File: src/rtl/sv_pkg.sv
package sv_pkg;
   typedef enum logic {
      VERDICT_CURRENT = 1'b0,
      VERDICT_STALE   = 1'b1
   } verdict_e;
endpackage

File: src/rtl/sv_page_table.sv
module sv_page_table #(
   parameter int VPN_W          = 6,
   parameter int PPN_W          = 10,
   parameter int GEN_W          = 8,
   parameter bit IDENTITY_RESET = 1'b1
) (
   input  logic             clk,
   input  logic             rst_n,
   input  logic             wr_en,
   input  logic [VPN_W-1:0] wr_vpn,
   input  logic [PPN_W-1:0] wr_ppn,
   input  logic [VPN_W-1:0] rd_vpn,
   output logic [PPN_W-1:0] rd_ppn,
   output logic [GEN_W-1:0] rd_gen
);
   localparam int PAGES = 1 << VPN_W;

   logic [PPN_W-1:0] ppn_q   [PAGES];
   logic [GEN_W-1:0] gen_q   [PAGES];
   logic [PPN_W-1:0] rst_ppn [PAGES];

   for (genvar i = 0; i < PAGES; i++) begin : g_rst
      if (IDENTITY_RESET) begin : g_ident
         assign rst_ppn[i] = PPN_W'(i);
      end else begin : g_zero
         assign rst_ppn[i] = '0;
      end
   end

   always_ff @(posedge clk) begin
      for (int i = 0; i < PAGES; i++) begin
         if (!rst_n) begin
            ppn_q[i] <= rst_ppn[i];
            gen_q[i] <= '0;
         end else if (wr_en && (wr_vpn == VPN_W'(i))) begin
            ppn_q[i] <= wr_ppn;
            gen_q[i] <= gen_q[i] + GEN_W'(1);
         end
      end
   end

   // write-first: a same-cycle write to the read page is visible now
   logic collide;
   assign collide = wr_en && (wr_vpn == rd_vpn);

   always_comb begin
      if (collide) begin
         rd_ppn = wr_ppn;
         rd_gen = gen_q[rd_vpn] + GEN_W'(1);
      end else begin
         rd_ppn = ppn_q[rd_vpn];
         rd_gen = gen_q[rd_vpn];
      end
   end
endmodule

File: src/rtl/sv_stamp_cmp.sv
module sv_stamp_cmp #(
   parameter int GEN_W = 8
) (
   input  logic [GEN_W-1:0] stamp,
   input  logic [GEN_W-1:0] cur_gen,
   output sv_pkg::verdict_e verdict
);
   // equality only: wrapping counters have no meaningful order
   assign verdict = (stamp == cur_gen) ? sv_pkg::VERDICT_CURRENT
                                       : sv_pkg::VERDICT_STALE;
endmodule

File: src/rtl/sv_out_stage.sv
module sv_out_stage #(
   parameter int VPN_W = 6,
   parameter int PPN_W = 10,
   parameter int GEN_W = 8,
   parameter int ID_W  = 3
) (
   input  logic             clk,
   input  logic             rst_n,
   input  logic             in_valid,
   input  sv_pkg::verdict_e in_verdict,
   input  logic [ID_W-1:0]  in_id,
   input  logic [VPN_W-1:0] in_vpn,
   input  logic [PPN_W-1:0] in_req_ppn,
   input  logic [PPN_W-1:0] in_tbl_ppn,
   input  logic [GEN_W-1:0] in_gen,
   output logic             mem_valid,
   output logic [ID_W-1:0]  mem_id,
   output logic [VPN_W-1:0] mem_vpn,
   output logic [PPN_W-1:0] mem_ppn,
   output logic             refill_valid,
   output logic [GEN_W-1:0] refill_gen
);
   logic stale;
   assign stale = (in_verdict == sv_pkg::VERDICT_STALE);

   always_ff @(posedge clk) begin
      if (!rst_n) begin
         mem_valid    <= 1'b0;
         refill_valid <= 1'b0;
         mem_id       <= '0;
         mem_vpn      <= '0;
         mem_ppn      <= '0;
         refill_gen   <= '0;
      end else begin
         mem_valid    <= in_valid;
         refill_valid <= in_valid && stale;
         if (in_valid) begin
            mem_id     <= in_id;
            mem_vpn    <= in_vpn;
            mem_ppn    <= stale ? in_tbl_ppn : in_req_ppn;
            refill_gen <= in_gen;
         end
      end
   end
endmodule

File: src/rtl/stamp_validator.sv
module stamp_validator #(
   parameter int VPN_W          = 6,
   parameter int PPN_W          = 10,
   parameter int GEN_W          = 8,
   parameter int ID_W           = 3,
   parameter bit IDENTITY_RESET = 1'b1
) (
   input  logic             clk,
   input  logic             rst_n,
   input  logic             pte_we,
   input  logic [VPN_W-1:0] pte_vpn,
   input  logic [PPN_W-1:0] pte_ppn,
   input  logic             acc_valid,
   input  logic [ID_W-1:0]  acc_id,
   input  logic [VPN_W-1:0] acc_vpn,
   input  logic [PPN_W-1:0] acc_ppn,
   input  logic [GEN_W-1:0] acc_stamp,
   output logic             mem_valid,
   output logic [ID_W-1:0]  mem_id,
   output logic [VPN_W-1:0] mem_vpn,
   output logic [PPN_W-1:0] mem_ppn,
   output logic             refill_valid,
   output logic [ID_W-1:0]  refill_id,
   output logic [VPN_W-1:0] refill_vpn,
   output logic [PPN_W-1:0] refill_ppn,
   output logic [GEN_W-1:0] refill_gen
);
   if (VPN_W < 1 || VPN_W > 10) begin : g_bad_vpn
      $error("stamp_validator: VPN_W out of range");
   end
   if (GEN_W < 2 || GEN_W > 32) begin : g_bad_gen
      $error("stamp_validator: GEN_W out of range");
   end
   if (PPN_W < 1 || ID_W < 1) begin : g_bad_w
      $error("stamp_validator: PPN_W and ID_W must be positive");
   end

   logic [PPN_W-1:0] rd_ppn;
   logic [GEN_W-1:0] rd_gen;
   sv_pkg::verdict_e verdict;

   sv_page_table #(
      .VPN_W(VPN_W), .PPN_W(PPN_W), .GEN_W(GEN_W),
      .IDENTITY_RESET(IDENTITY_RESET)
   ) u_table (
      .clk(clk), .rst_n(rst_n),
      .wr_en(pte_we), .wr_vpn(pte_vpn), .wr_ppn(pte_ppn),
      .rd_vpn(acc_vpn), .rd_ppn(rd_ppn), .rd_gen(rd_gen)
   );

   sv_stamp_cmp #(.GEN_W(GEN_W)) u_cmp (
      .stamp(acc_stamp), .cur_gen(rd_gen), .verdict(verdict)
   );

   sv_out_stage #(
      .VPN_W(VPN_W), .PPN_W(PPN_W), .GEN_W(GEN_W), .ID_W(ID_W)
   ) u_out (
      .clk(clk), .rst_n(rst_n),
      .in_valid(acc_valid), .in_verdict(verdict),
      .in_id(acc_id), .in_vpn(acc_vpn),
      .in_req_ppn(acc_ppn), .in_tbl_ppn(rd_ppn), .in_gen(rd_gen),
      .mem_valid(mem_valid), .mem_id(mem_id), .mem_vpn(mem_vpn),
      .mem_ppn(mem_ppn), .refill_valid(refill_valid),
      .refill_gen(refill_gen)
   );

   // a refill always describes the access that is being forwarded
   assign refill_id  = mem_id;
   assign refill_vpn = mem_vpn;
   assign refill_ppn = mem_ppn;
endmodule

File: config.mk
export PLATFORM = sky130hd
export DESIGN_NAME = stamp_validator
export DESIGN_NICKNAME = d
export VERILOG_FILES = /design/src/rtl/sv_pkg.sv /design/src/rtl/sv_page_table.sv /design/src/rtl/sv_stamp_cmp.sv /design/src/rtl/sv_out_stage.sv /design/src/rtl/stamp_validator.sv
export SDC_FILE = /design/constraint.sdc
export NUM_CORES = 2
export LEC_CHECK = 0
export BUFFER_PORTS_ARGS = -buffer_cell sky130_fd_sc_hd__buf_2
export CAP_MARGIN = 20
export CELL_PAD_IN_SITES_DETAIL_PLACEMENT = 1
export CELL_PAD_IN_SITES_GLOBAL_PLACEMENT = 2
export CORE_AREA = 2 2 351 353
export CTS_CLUSTER_SIZE = 24
export DETAILED_ROUTE_END_ITERATION = 10
export DIE_AREA = 0 0 353 355
export PLACE_DENSITY = 0.84
export SETUP_SLACK_MARGIN = 0.3
export SKIP_CTS_REPAIR_TIMING = 1
export SLEW_MARGIN = 10
export SYNTH_ARGS = -nofsm -noshare
export SYNTH_HDL_FRONTEND = slang
export SYNTH_SLANG_ARGS = --single-unit
export TNS_END_PERCENT = 30
File: constraint.sdc
create_clock -name clk -period 7.2 [get_ports clk]
set_input_delay 0.36 -clock clk [delete_from_list [all_inputs] [get_ports clk]]
set_output_delay 0.36 -clock clk [all_outputs]
set_load 0.01 [all_outputs]
==> reports/metrics.yaml <==
grt_overflow: 0
dr_total_vias: 40600
rows: 128
synth_nets: 4512
synthArstFlopShare_pct: 0
tightest_slew_ps: 1110
grt_start_max_net_pins: 161
seq_area_frac_synth_pct: 58.4
synth_cells: 4400
stdcell_area_um2: 67200
r2r_start: "u_table.gen_q[55][1]"
worst_ir_drop_vdd_mv: 0.247
num_io_pins: 95
ant_nets: 0
hold_violations: 0
cp_max_fo: 11
clock-sinks: 1181
drtIter0Drc: 5146
max-cap-violations: 0
vias_per_cell: 6.58
hold_start: "acc_ppn[4]"
clk-insertion-delay-late_ps: 770
worst-setup-path-type: "reg2reg"
dpl_cell_area_um2: 62700
power_density_nw_per_um2: 244
netlist_area_um2: 60300
finalWeightedCongestion: 0.911
grt_pass1_vias: 40700
hold_path_class: "in2reg"
core-area_um2: 121000
status: "completed"
grt_usage_pct: 31.9
maxSlewViolCount: 0
io_buffers: 94
antenna_found_initial: 15
dp_hpwl_mm: 134
final_nets: 4539
p_leak_nw: 24.6
skew_ps: 27.8
cp-start-kind: "flop"
r2r_cells: 13
min_period_ps: 4830
synth_ff_type: "edfxtp_1"
fill_cells: 11800
clock.fmax_mhz: 207
tritoncts: "done"
ys_ff_latch: 1181
finalWirelength_mm: 200
worst_slew_margin_rel_pct: 26.2
clkTransAtPathRegs_ps: 60
period_share_pct: 67.1
ys_warn_count: 0
synth_area_per_cell_um2: 13.7
cp-end-kind: "flop"
cp-startpoint: "u_table.gen_q[55][1]"
syn_to_final_growth_pct: 11.5
drc_errors: 0
ys_types: 68
routedWlPerCell_um: 32.4
critPathCapture: "u_out.mem_ppn[1]"
setup_tns_ps: 0
drt-pass1-iter-count: 6
setup_viol: 0
start_util_pct: 49.7
cp_data_arrival_time_ps: 5450
die_area_um2: 125000
finish.utilization_pct: 55.4
synth_edf_count: 1152
rsz0062_at_grt: "no"
grt_pass1_wl_mm: 292
layout-drive-gt1-share_pct: 21.9
r2r_setup_slack_ps: 2370
die_y_um: 355
r2r-end: "u_out.mem_ppn[1]"
cp.required_ps: 7820
h-tree-depth: 4
cts_buffers: 132
cts_buffer_depth: 3
root_buffer: "clkbuf_16"
fp.dieW_um: 353
Yosys cell counts, drive strengths merged (6+ instances only):
library cell | instances | share of area [%]
edfxtp | 1152 | 57
and3 | 630 | 6.5
nor2 | 508 | 3.2
mux4 | 338 | 13
nand3 | 305 | 2.5
xor2 | 287 | 4.2
clkbuf | 251 | 1.6
or2 | 139 | 1.4
nand2 | 119 | 0.74
xnor2 | 113 | 1.6
buf | 93 | 1.1
o21ai | 73 | 0.61
ha | 65 | 1.3
or3 | 64 | 0.66
mux2i | 58 | 0.96
dfxtp | 29 | 0.96
nor2b | 17 | 0.18
and2 | 15 | 0.16
nand3b | 15 | 0.19
a22oi | 14 | 0.17
nand2b | 10 | 0.10
o311ai | 10 | 0.41
a221oi | 9 | 0.13
nor3 | 9 | 0.075
inv | 7 | 0.044
a211oi | 6 | 0.075
nand4 | 6 | 0.062
sequential cells by signal, summed over array words and instances (netlist names):
register,cells
u_out.mem_id,3
u_table.gen_q,512
u_out.mem_valid,1
u_out.refill_valid,1
u_out.mem_ppn,10
u_out.refill_gen,8
u_out.mem_vpn,6
u_table.ppn_q,640
cells in the final DEF (no fill, tap or decap), drive strengths merged, types with 17 or more instances in the layout:
| master | synthesis | routed |
|---|---|---|
| and3 | 630 | 630 |
| ha | 65 | 65 |
| mux2i | 58 | 58 |
| nor2 | 508 | 508 |
| xor2 | 287 | 287 |
| dfxtp | 29 | 29 |
| o21ai | 73 | 73 |
| clkbuf | 251 | 170 |
| or3 | 64 | 64 |
| or2 | 139 | 139 |
| nand3 | 305 | 305 |
| clkinv | 0 | 53 |
| buf | 93 | 231 |
| nor2b | 17 | 17 |
| nand2 | 119 | 119 |
| xnor2 | 113 | 113 |
| mux4 | 338 | 338 |
| edfxtp | 1152 | 1152 |
critical path, cell delays in order (launching register included):
cell	delay [ps]
edfxtp_1	470
mux4_2	540
mux2i_1	580
a22oi_1	290
a32oi_1	530
inv_1	150
ha_1	220
nand2_1	90
nor2_1	120
and4b_1	310
nor3_1	60
o211ai_1	700
and2_4	480
o311ai_4	130
through the flow:
stage	setup WS, ps	instances	total power, mW	hold WS [ps]
after floorplan	3370	4400	9.01	505
after CTS	2440	6138	16.4	-200
final	2370	6162	16.4	71.5
after global placement	1820	5885	9.64	476
after detailed placement	1740	5898	9.69	486
after global routing	2120	6158	16.8	64.6
how the worst min path moves through the flow:
stage                          end  slack (ps)  cells past startpoint
2_1_floorplan  u_out.refill_gen[3]         500                      2
3_3_place_gp   u_out.refill_gen[5]         480                      2
3_5_place_dp   u_out.refill_gen[0]         490                      2
4_1_cts            u_out.mem_id[2]        -200                      3
5_1_grt           u_out.mem_ppn[5]          60                      4
6_report          u_out.mem_ppn[4]          70                      4
kinds of logic after synthesis:
family          count (synthesis)  share of synthesized area, %
flops                        1181                          58.4
xor+xnor                      402                          5.89
simple gates                 1859                          16.2
compound gates                143                          1.84
buf+inv                       351                          2.69
mux                           399                          13.7
fa+ha+maj                      65                          1.35
metal layers:
layer / wire, um / GRT usage [%] / share of wire (%)
met3: 19000 / 6.76 / 9.5
met2: 92500 / 49.3 / 46
met4: 8340 / 12.6 / 4.2
met1: 79900 / 44.6 / 40
met5: 114 / 0 / 0.057
final cells by class:
cell class                 instances  area, um^2  area share [%]
sequential                      1181       35200            52.3
multi-input combinational       2868       23900            35.5
clock buffer                     168        3560            5.30
tap                             1625        2030            3.02
timing repair buffer             237        1850            2.75
clock inverter                    72         693            1.03
inverter                           7        26.3          0.0391
antenna                            4        10.0          0.0149
report_power, final:
part | leakage, nW | internal, mW | switching (mW)
logic | 10.8 | 0.558 | 0.951
clock network | 2.08 | 3.91 | 2.88
registers | 11.7 | 7.85 | 0.247
Power figures use the tool's default switching activity.
